File: src/rtl/i2c_sf_pkg.sv
package i2c_sf_pkg;

    localparam int STAT_W   = 16;
    localparam int RSVD_LO  = 12;
    localparam int N_ERR    = 3;

    // bit positions of the status word
    localparam int B_RXF    = 0;
    localparam int B_TXF    = 1;
    localparam int B_STOP   = 2;
    localparam int B_START  = 3;
    localparam int B_DATA   = 4;
    localparam int B_OVF    = 5;
    localparam int B_WCOL   = 6;
    localparam int B_BCOL   = 7;
    localparam int B_GCALL  = 8;
    localparam int B_A10    = 9;
    localparam int B_TXBSY  = 10;
    localparam int B_NACK   = 11;

    // index inside the sticky error vector
    localparam int E_OVF    = 0;
    localparam int E_WCOL   = 1;
    localparam int E_BCOL   = 2;

    typedef struct packed {
        logic start;
        logic rstart;
        logic stop;
        logic ack_done;
        logic ack_nack;
        logic mtx_begin;
        logic addr_match;
        logic gcall_match;
        logic addr10_match;
        logic collision;
        logic txbuf_wr;
        logic rx_xfer;
    } bus_ev_t;

    typedef struct packed {
        logic stop_seen;
        logic start_seen;
        logic gcall;
        logic addr10;
    } link_flags_t;

    typedef struct packed {
        logic nack;
        logic tx_busy;
        logic data_flag;
    } xfer_flags_t;

    function automatic logic [STAT_W-1:0] pack_status(
        input link_flags_t      lf,
        input xfer_flags_t      xf,
        input logic [N_ERR-1:0] ef,
        input logic             rxf,
        input logic             txf
    );
        logic [STAT_W-1:0] w;
        w          = '0;
        w[B_RXF]   = rxf;
        w[B_TXF]   = txf;
        w[B_STOP]  = lf.stop_seen;
        w[B_START] = lf.start_seen;
        w[B_DATA]  = xf.data_flag;
        w[B_OVF]   = ef[E_OVF];
        w[B_WCOL]  = ef[E_WCOL];
        w[B_BCOL]  = ef[E_BCOL];
        w[B_GCALL] = lf.gcall;
        w[B_A10]   = lf.addr10;
        w[B_TXBSY] = xf.tx_busy;
        w[B_NACK]  = xf.nack;
        return w;
    endfunction

endpackage

File: src/rtl/i2c_sf_link.sv
module i2c_sf_link
    import i2c_sf_pkg::*;
(
    input  logic        clk,
    input  logic        rst,
    input  bus_ev_t     ev,
    output link_flags_t flags
);
    always_ff @(posedge clk) begin
        if (rst) begin
            flags <= '0;
        end else begin
            if (ev.start || ev.rstart) begin
                flags.start_seen <= 1'b1;
                flags.stop_seen  <= 1'b0;
            end else if (ev.stop) begin
                flags.stop_seen  <= 1'b1;
                flags.start_seen <= 1'b0;
            end

            if (ev.gcall_match)
                flags.gcall <= 1'b1;
            else if (ev.stop)
                flags.gcall <= 1'b0;

            if (ev.addr10_match)
                flags.addr10 <= 1'b1;
            else if (ev.stop)
                flags.addr10 <= 1'b0;
        end
    end
endmodule

File: src/rtl/i2c_sf_xfer.sv
module i2c_sf_xfer
    import i2c_sf_pkg::*;
(
    input  logic        clk,
    input  logic        rst,
    input  bus_ev_t     ev,
    output xfer_flags_t flags
);
    always_ff @(posedge clk) begin
        if (rst) begin
            flags <= '0;
        end else begin
            if (ev.ack_done)
                flags.nack <= ev.ack_nack;

            if (ev.mtx_begin)
                flags.tx_busy <= 1'b1;
            else if (ev.ack_done)
                flags.tx_busy <= 1'b0;

            if (ev.addr_match)
                flags.data_flag <= 1'b0;
            else if (ev.txbuf_wr || ev.rx_xfer)
                flags.data_flag <= 1'b1;
        end
    end
endmodule

File: src/rtl/i2c_sf_sticky.sv
module i2c_sf_sticky #(
    parameter int N = 3
) (
    input  logic         clk,
    input  logic         rst,
    input  logic [N-1:0] hw_set,
    input  logic [N-1:0] sw_clr,
    output logic [N-1:0] flags
);
    for (genvar i = 0; i < N; i++) begin : g_bit
        always_ff @(posedge clk) begin
            if (rst)
                flags[i] <= 1'b0;
            else if (hw_set[i])
                flags[i] <= 1'b1;
            else if (sw_clr[i])
                flags[i] <= 1'b0;
        end
    end
endmodule

File: src/rtl/i2c_status_flags.sv
module i2c_status_flags
    import i2c_sf_pkg::*;
(
    input  logic              clk,
    input  logic              rst,
    input  logic              ev_start,
    input  logic              ev_rstart,
    input  logic              ev_stop,
    input  logic              ev_ack_done,
    input  logic              ack_nack,
    input  logic              ev_mtx_begin,
    input  logic              ev_addr_match,
    input  logic              ev_gcall_match,
    input  logic              ev_addr10_match,
    input  logic              ev_collision,
    input  logic              ev_txbuf_wr,
    input  logic              ev_rx_xfer,
    input  logic              mod_busy,
    input  logic              rxbuf_full,
    input  logic              txbuf_full,
    input  logic              sw_wr_en,
    input  logic [STAT_W-1:0] sw_wr_data,
    output logic [STAT_W-1:0] status
);
    bus_ev_t          ev;
    link_flags_t      link_q;
    xfer_flags_t      xfer_q;
    logic [N_ERR-1:0] err_set;
    logic [N_ERR-1:0] err_clr;
    logic [N_ERR-1:0] err_q;

    always_comb begin
        ev.start        = ev_start;
        ev.rstart       = ev_rstart;
        ev.stop         = ev_stop;
        ev.ack_done     = ev_ack_done;
        ev.ack_nack     = ack_nack;
        ev.mtx_begin    = ev_mtx_begin;
        ev.addr_match   = ev_addr_match;
        ev.gcall_match  = ev_gcall_match;
        ev.addr10_match = ev_addr10_match;
        ev.collision    = ev_collision;
        ev.txbuf_wr     = ev_txbuf_wr;
        ev.rx_xfer      = ev_rx_xfer;
    end

    // sticky error sources and write-zero-to-clear strobes
    always_comb begin
        err_set[E_OVF]  = ev_rx_xfer && rxbuf_full;
        err_set[E_WCOL] = ev_txbuf_wr && mod_busy;
        err_set[E_BCOL] = ev_collision;
        err_clr[E_OVF]  = sw_wr_en && !sw_wr_data[B_OVF];
        err_clr[E_WCOL] = sw_wr_en && !sw_wr_data[B_WCOL];
        err_clr[E_BCOL] = sw_wr_en && !sw_wr_data[B_BCOL];
    end

    i2c_sf_link u_link (
        .clk   (clk),
        .rst   (rst),
        .ev    (ev),
        .flags (link_q)
    );

    i2c_sf_xfer u_xfer (
        .clk   (clk),
        .rst   (rst),
        .ev    (ev),
        .flags (xfer_q)
    );

    i2c_sf_sticky #(.N(N_ERR)) u_err (
        .clk    (clk),
        .rst    (rst),
        .hw_set (err_set),
        .sw_clr (err_clr),
        .flags  (err_q)
    );

    assign status = pack_status(link_q, xfer_q, err_q, rxbuf_full, txbuf_full);
endmodule

File: config.mk
export PLATFORM = sky130hd
export DESIGN_NAME = i2c_status_flags
export DESIGN_NICKNAME = d
export VERILOG_FILES = /design/src/rtl/i2c_sf_pkg.sv /design/src/rtl/i2c_sf_link.sv /design/src/rtl/i2c_sf_xfer.sv /design/src/rtl/i2c_sf_sticky.sv /design/src/rtl/i2c_status_flags.sv
export SDC_FILE = /design/constraint.sdc
export NUM_CORES = 1
export LEC_CHECK = 0
export BUFFER_PORTS_ARGS = -buffer_cell sky130_fd_sc_hd__buf_4
export CORE_MARGIN = 2
export CORE_UTILIZATION = 32
export CTS_CLUSTER_DIAMETER = 30
export DETAILED_ROUTE_END_ITERATION = 10
export PLACE_DENSITY = 0.76
export SETUP_SLACK_MARGIN = 0.02
export SYNTH_ARGS = -nofsm -noshare
export SYNTH_HDL_FRONTEND = slang
export SYNTH_SLANG_ARGS = --single-unit
File: constraint.sdc
create_clock -name clk -period 0.8 [get_ports clk]
set_input_delay 0.04 -clock clk [delete_from_list [all_inputs] [get_ports clk]]
set_output_delay 0.04 -clock clk [all_outputs]
set_load 0.005 [all_outputs]
==> results of run 1 <==
[what timing repair did]
| item | 4_1_cts | 5_1_grt |
|---|---|---|
| endpoints found under the setup margin | 0 | 10 |
| hold buffers | 4 | 1 |
| endpoints found under the hold margin | 3 | 1 |
| resized for setup | 0 | 12 |
[routing by layer]
layer  part of all wire, %  GRT usage [%]  vias up
li1                      -              -      210
met1                    38          12.57      185
met2                    51          21.56       22
met3                    11          5.217        0
met4                     0          5.806        0
met5                     0              0        -
[area by class of cell]
type                            count  area share, %
Clock buffer                        4          4.817
Tap cell                           15          2.492
Sequential cell                    10          27.91
Inverter                            3          1.495
Multi-Input combinational cell     30          26.25
Timing Repair Buffer               34          37.04
[registers in the layout (all words and copies together) (netlist names)]
register      cells
u_xfer.flags      3
u_link.flags      4
u_err.flags       3
[power by group through the flow]
stage	Clock (mW)	Combinational (mW)	Sequential, mW
CTS	0.486	0.225	0.545
global route	0.501	0.254	0.557
finish	0.459	0.231	0.553
floorplan	0	0.0897	0.559
global placement	0	0.205	0.556
detailed placement	0	0.210	0.557
[how the worst max path moves through the flow]
stage | start | end | slack (ns) | cells past startpoint
floorplan | u_xfer.flags[0] | u_xfer.flags[0] | 0.16 | 2
global placement | u_xfer.flags[0] | u_xfer.flags[0] | 0.16 | 2
detailed placement | u_xfer.flags[0] | u_xfer.flags[0] | 0.13 | 2
CTS | u_err.flags[0] | status[5] | 0.02 | 1
global route | u_xfer.flags[0] | status[4] | 0.005 | 1
finish | ev_start | u_link.flags[3] | 0.03 | 3
[per-stage QoR]
stage / hold slack, ns / total power, mW
floorplan: 0.1110 / 0.6489
global placement: 0.08004 / 0.7609
detailed placement: 0.08004 / 0.7662
CTS: 0.001682 / 1.257
global route: 0.007039 / 1.312
finish: 0.007927 / 1.242
[logic make-up (layout without fill, tap and decap cells)]
kind of cell | Yosys count | in the layout | share of synthesized area (%)
muxes | 1 | 1 | 2.229
DFF | 10 | 10 | 44.57
buffers and inverters | 10 | 41 | 15.04
other | 1 | 4 | 0.8349
AOI/OAI and AO/OA | 6 | 6 | 7.801
and+or+nand+nor | 19 | 19 | 29.52
[critical path, stage by stage]
cell	delay, ns
dlygate4sd3_1	0.54
buf_4	0.14
nor4_4	0.23
[placed cells by master, fill, tap and decap left out, drive strengths merged, types with 2 or more instances in the layout]
| cell | instances |
|---|---|
| nor2 | 4 |
| buf | 29 |
| nor2b | 2 |
| dfxtp | 10 |
| clkbuf | 4 |
| conb | 4 |
| a21oi | 4 |
| nor3 | 3 |
| dlygate4sd3 | 5 |
| nand2b | 6 |
| inv | 3 |
==> key figures, run 1 <==
Outcome
  • Status: finished clean

Flow run
  • Max cap viols: 0

Power and ir drop
  • PD cells: 1649 nW/µm²
  • Maximum vdd drop: 1096 µV
  • Combinational share of power: 18.6%
  • Switching share of power: 22.56%
  • NetSw: 280.3 µW
  • Clk pwr share: 36.9%
  • Leak pwr: 0.3681 nW
  • Part of the power in registers: 44.5%
  • Internal power: 962.0 µW

Logic synthesis
  • Syn avg cell area: 9.557 µm²
  • Synth cell types: 17
  • Synth top area share: 44.57%
  • Fraction of registers with async set/reset: 0%
  • Most frequent cell after synthesis: dfxtp_1
  • Cells after synthesis: 47
  • Post-synth EDFFs: 0
  • Synth warnings: 0
  • Synth cell count leaders: dfxtp_1 (10), buf_4 (6), nand2b_1 (6)
  • Mapped cell area: 449.2 µm²
  • Most frequently used flop master after synthesis: dfxtp_1
  • #FFs+latches synth: 10
  • Post-synth top area cell: dfxtp_1
  • Post-synthesis sequential area ratio: 44.57%
  • Synth top area cells: dfxtp_1 (45%), buf_4 (10%), nand2b_1 (8.4%)

Hold path
  • Hold endpoint: u_xfer.flags[1]
  • Hold path cells: 3
  • Hold path startpoint: ev_mtx_begin
  • HP Class: input pin to register

Worst setup path
  • Worst R2R Path Depth: 2
  • Startpoint Class: input pin
  • Crit path max fanout: 2
  • R2R Path Start: u_link.flags[3]
  • Capturing point of the worst reg2reg path: u_link.flags[3]
  • CP Class: input pin to register
  • Crit. End Element: register
  • CP arrival: 0.95 ns
  • CP Data Required Time: 0.98 ns
  • Setup slack, reg-to-reg: 0.15 ns

Cells and area
  • Finished Layout Cells: 96
  • Fraction of layout cells with a size suffix above 1: 55.56%
  • Final Cell Area: 753.2 µm²
  • Filler Cell Count: 123
  • Area Overhead vs Synth: 67.69%
  • Util after Layout: 57.88%
  • Final nets: 116
  • Sequential cell area: 210.2 µm²
  • Ant. Diodes: 0
  • Footprint of the multi-input gates: 197.7 µm²

CTS
  • Clock buffer depth: 2
  • CTS sink cnt: 10
  • CTS tree: yes
  • Num CTS Buffers: 3
  • Clock latency on the worst-skew pair: 0.26 ns
  • Clock Tree Root: clkbuf_4
  • H-Tree Depth: 1
  • Setup repair bufs after CTS: 0
  • CTS clk-pin slew, worst paths: 0.07 ns

STA
  • Maximum clock rate: 1.294 GHz
  • Clk_skew: 0 ns
  • Fin Setup TNS: 0 ns
  • Unrepaired setup endpoints after global routing: true
  • Crit path setup slack, layout: 0.02748 ns
  • Slew Viols, Final: 0
  • Fin crit period: 0.7725 ns
  • Hold Vio Cnt, Final: 0
  • Post-route clock period utilization: 96.57%
  • Final setup fails: 0

GRT
  • First-pass GRT wire length: 1669 µm
  • Initial antenna violation count: 0
  • Vias in the first global route: 430
  • Gr ovfl total: 0
  • GRT Total Usage: 12.35%
  • Largest net degree at the start of global routing: 13

Placed design
  • Place WS: 0.1319 ns
  • Placed instance count: 88
  • Port bufs: 30
  • DP HPWL: 730.3 µm
  • Area post-placement: 648.1 µm²
  • Routability congestion estimate: 0.6666

Route
  • Avg WL per Cell: 9.802 µm
  • Drt pass-1 iters: 4
  • Number of DRC markers in iteration 0: 4
  • Routed WL: 941 µm
  • # DRC: 0
  • Post-route ant nets: 0
  • DR vias/cell: 4.344
  • Routed via count: 417

Die
  • I/O pin total: 50
  • Rows: 13
  • Full die area: 1719 µm²
  • Core footprint: 1301 µm²
  • Die span in x: 41.47 µm
  • Starting Density: 34.52%
  • Die extent in y: 41.47 µm
Note: power is estimated with default switching activity, not from simulation.
==> run 2, diff against run 1 <==
Settings changed: ABC_AREA set to 1, CAP_MARGIN set to 30, CORE_UTILIZATION 32 to 30, PLACE_DENSITY 0.76 to 0.75.
==> run 2 against run 1 <==
Effect of this change:
- global-route usage increased by 0.26 points
- sequential cell count is the same
- largest cell class unchanged
- final area fell by 13%
- largest power group unchanged
- final cell count rose by 3.1%
==> key figures, run 2 <==
Outcome
  • Status: finished clean

Hold path
  • HP Class: input pin to register

Placed design
  • Placed instance count: 93 (+5.7%)
  • Routability congestion estimate: 0.6630 (-0.54%)
  • Port bufs: 30 (unchanged)
  • DP HPWL: 655.6 µm (-10%)

Cells and area
  • Number of flip-flops in the largest register: 4 (unchanged)
  • Most flops, register: u_link.flags
  • Footprint of the multi-input gates: 135.1 µm² (-32%)
  • Filler Cell Count: 139 (+13%)
  • Util after Layout: 51.02% (-6.9 points)
  • Most frequent cells in the layout: buf_4 (30), nand2_1 (11), dfxtp_1 (9)
  • Fraction of layout cells with a size suffix above 1: 40.48% (-15 points)
  • Finished Layout Cells: 99 (+3.1%)
  • Final nets: 120 (+3.4%)
  • Most common cell after layout, fill and taps aside: buf_4
  • Ant. Diodes: 0 (unchanged)
  • Regs by FF count: u_link.flags (4), u_err.flags (3), u_xfer.flags (3)
  • Area Overhead vs Synth: 62.73%
  • Sequential cell area: 201.4 µm² (-4.2%)

Logic synthesis
  • #FFs+latches synth: 10 (unchanged)
  • Synth cell types: 11 (-6)
  • Post-synth top area cell: dfxtp_1
  • Cells after synthesis: 52 (+11%)
  • Syn avg cell area: 7.748 µm² (-19%)
  • Synth top area cells: dfxtp_1 (50%), buf_4 (11%), nand2_1 (10%)
  • Synth top area share: 49.69% (+5.1 points)
  • Post-synth EDFFs: 0 (unchanged)
  • Mapped cell area: 402.9 µm² (-10%)
  • Fraction of registers with async set/reset: 0% (unchanged)
  • Most frequent cell after synthesis: nand2_1
  • Synth warnings: 0 (unchanged)
  • Post-synthesis sequential area ratio: 49.69% (+5.1 points)
  • Most frequently used flop master after synthesis: dfxtp_1
  • Synth cell count leaders: nand2_1 (11), dfxtp_1 (10), a21oi_1 (8)

Worst setup path
  • CP Launch Point: u_xfer.flags[1]
  • CP cell instances: buf_4
  • R2R Path Start: u_xfer.flags[0]
  • Capturing point of the worst reg2reg path: u_xfer.flags[0]
  • CP top delay family: flip-flops
  • Worst R2R Path Depth: 2 (unchanged)
  • Setup slack, reg-to-reg: 0.15 ns (about the same)
  • CP arrival: 0.70 ns (-0.25 ns)
  • Path length in cells of the critical path: 1 (-2)
  • Startpoint Class: register
  • CP Class: register to output port
  • CP Data Required Time: 0.76 ns (-0.22 ns)
  • Worst setup path end: status[10]
  • CP max-delay cell: dfxtp_1
  • WP buf/inv: 1 (-1)
  • Crit path max fanout: 2 (unchanged)
  • Crit. End Element: output port
  • Critical Path Max Stage Delay: 0.33 ns (-0.21 ns)

STA
  • Slew Viols, Final: 0 (unchanged)
  • Maximum clock rate: 1.344 GHz (+3.8%)
  • Clk_skew: 0 ns (unchanged)
  • Fin crit period: 0.7440 ns (-0.02855 ns)
  • Unrepaired setup endpoints after global routing: false
  • Final setup fails: 0 (unchanged)
  • Fin Setup TNS: 0 ns (unchanged)
  • Post-route clock period utilization: 93.00% (-3.6 points)
  • Hold Vio Cnt, Final: 0 (unchanged)

Route
  • DR vias/cell: 4.202 (-3.3%)
  • # DRC: 0 (unchanged)
  • Number of DRC markers in iteration 0: 0 (-4)
  • Avg WL per Cell: 8.535 µm (-13%)
  • Routed WL: 845 µm (-10%)
  • Routed via count: 416 (-0.24%)
  • Post-route ant nets: 0 (unchanged)
  • Drt pass-1 iters: 1 (-3)

CTS
  • Clock Tree Root: clkbuf_4
  • Num CTS Buffers: 3 (unchanged)
  • Clock buffer depth: 2 (unchanged)
  • Clock latency on the worst-skew pair: 0.26 ns (about the same)
  • CTS tree: yes
  • CTS clk-pin slew, worst paths: 0.06 ns (about the same)
  • H-Tree Depth: 1 (unchanged)
  • CTS sink cnt: 10 (unchanged)

Power and ir drop
  • PD cells: 1626 nW/µm² (-1.4%)
  • Overall power: 1.066 mW (-14%)
  • Maximum vdd drop: 1033 µV (-5.7%)
  • Leak pwr: 0.3502 nW (-4.9%)

Die
  • I/O pin total: 50 (unchanged)
  • Starting Density: 31.35% (-3.2 points)
  • Full die area: 1652 µm² (-3.9%)
  • Core footprint: 1285 µm² (-1.3%)
  • Rows: 13 (unchanged)
  • Die extent in y: 40.65 µm (-2.0%)
  • Die span in x: 40.65 µm (-2.0%)

GRT
  • Gr ovfl total: 0 (unchanged)
  • GRT Total Usage: 12.61% (+0.26 points)
  • First-pass GRT wire length: 1304 µm (-22%)
  • Vias in the first global route: 341 (-21%)
  • Initial antenna violation count: 0 (unchanged)
  • Largest net degree at the start of global routing: 11 (-2)

Flow run
  • Max cap viols: 0 (unchanged)
==> run 2: cell count changes after synthesis, moves of 2 or more <==
cell      delta
a21oi_1      +4
nor3_1       -2
nand2b_1     -6
nand2_1     +10
inv_1        +3
nor2_1       +2
nor2b_1      -2
==> run 2: timing repair <==
action | CTS | global route
hold buffers | 3 | 0
endpoints found under the hold margin | 3 | 0
endpoints found under the setup margin | 0 | 1
setup buffers | 0 | 0
gates resized for setup | 0 | 1
==> run 2: how the worst min path moves through the flow <==
stage,endpoint,cells after the start,start,slack (ns)
after CTS,u_xfer.flags[0],3,ev_rx_xfer,0.005
after detailed placement,status[1],0,txbuf_full,0.08
after global routing,u_xfer.flags[0],3,ev_rx_xfer,0.008
after global placement,status[1],0,txbuf_full,0.08
after floorplan,u_link.flags[0],2,ev_addr10_match,0.16
final,u_xfer.flags[0],3,ev_rx_xfer,0.004
==> run 2: per-stage QoR <==
stage / setup WS (ns) / cell area [µm²] / hold WS (ns)
6_report: 0.05603 / 655.6 / 0.003510
5_1_grt: 0.02283 / 655.6 / 0.008342
4_1_cts: 0.04069 / 654.4 / 0.004772
3_5_place_dp: 0.1489 / 601.8 / 0.08006
3_3_place_gp: 0.1604 / 601.8 / 0.08006
2_1_floorplan: 0.1726 / 414.1 / 0.1574
==> run 2: per-layer routing <==
layer,track usage (%),vias up,wire [µm]
li1,-,213,-
met3,6.522,2,118
met1,12.67,173,287
met5,0,-,0
met2,19.44,28,425
met4,10.00,0,14
==> run 2: cells by family after synthesis <==
logic type	share of synthesized area, %
other	0.9308
buffers and inverters	19.56
AOI/OAI and AO/OA	11.18
and+or+nand+nor	18.63
DFF	49.69
==> run 2: power by group <==
group	switching [mW]	internal, mW
logic	0.0665	0.126
clock network	0.157	0.173
registers	0.0144	0.529
total	0.238	0.829
==> run 2: final cells by class <==
| type | instances | share of cell area, % |
|---|---|---|
| clock buffer | 3 | 3.435 |
| multi-input combinational | 32 | 20.61 |
| tap | 15 | 2.863 |
| inverter | 6 | 3.435 |
| timing repair buffer | 33 | 38.93 |
| sequential | 10 | 30.73 |
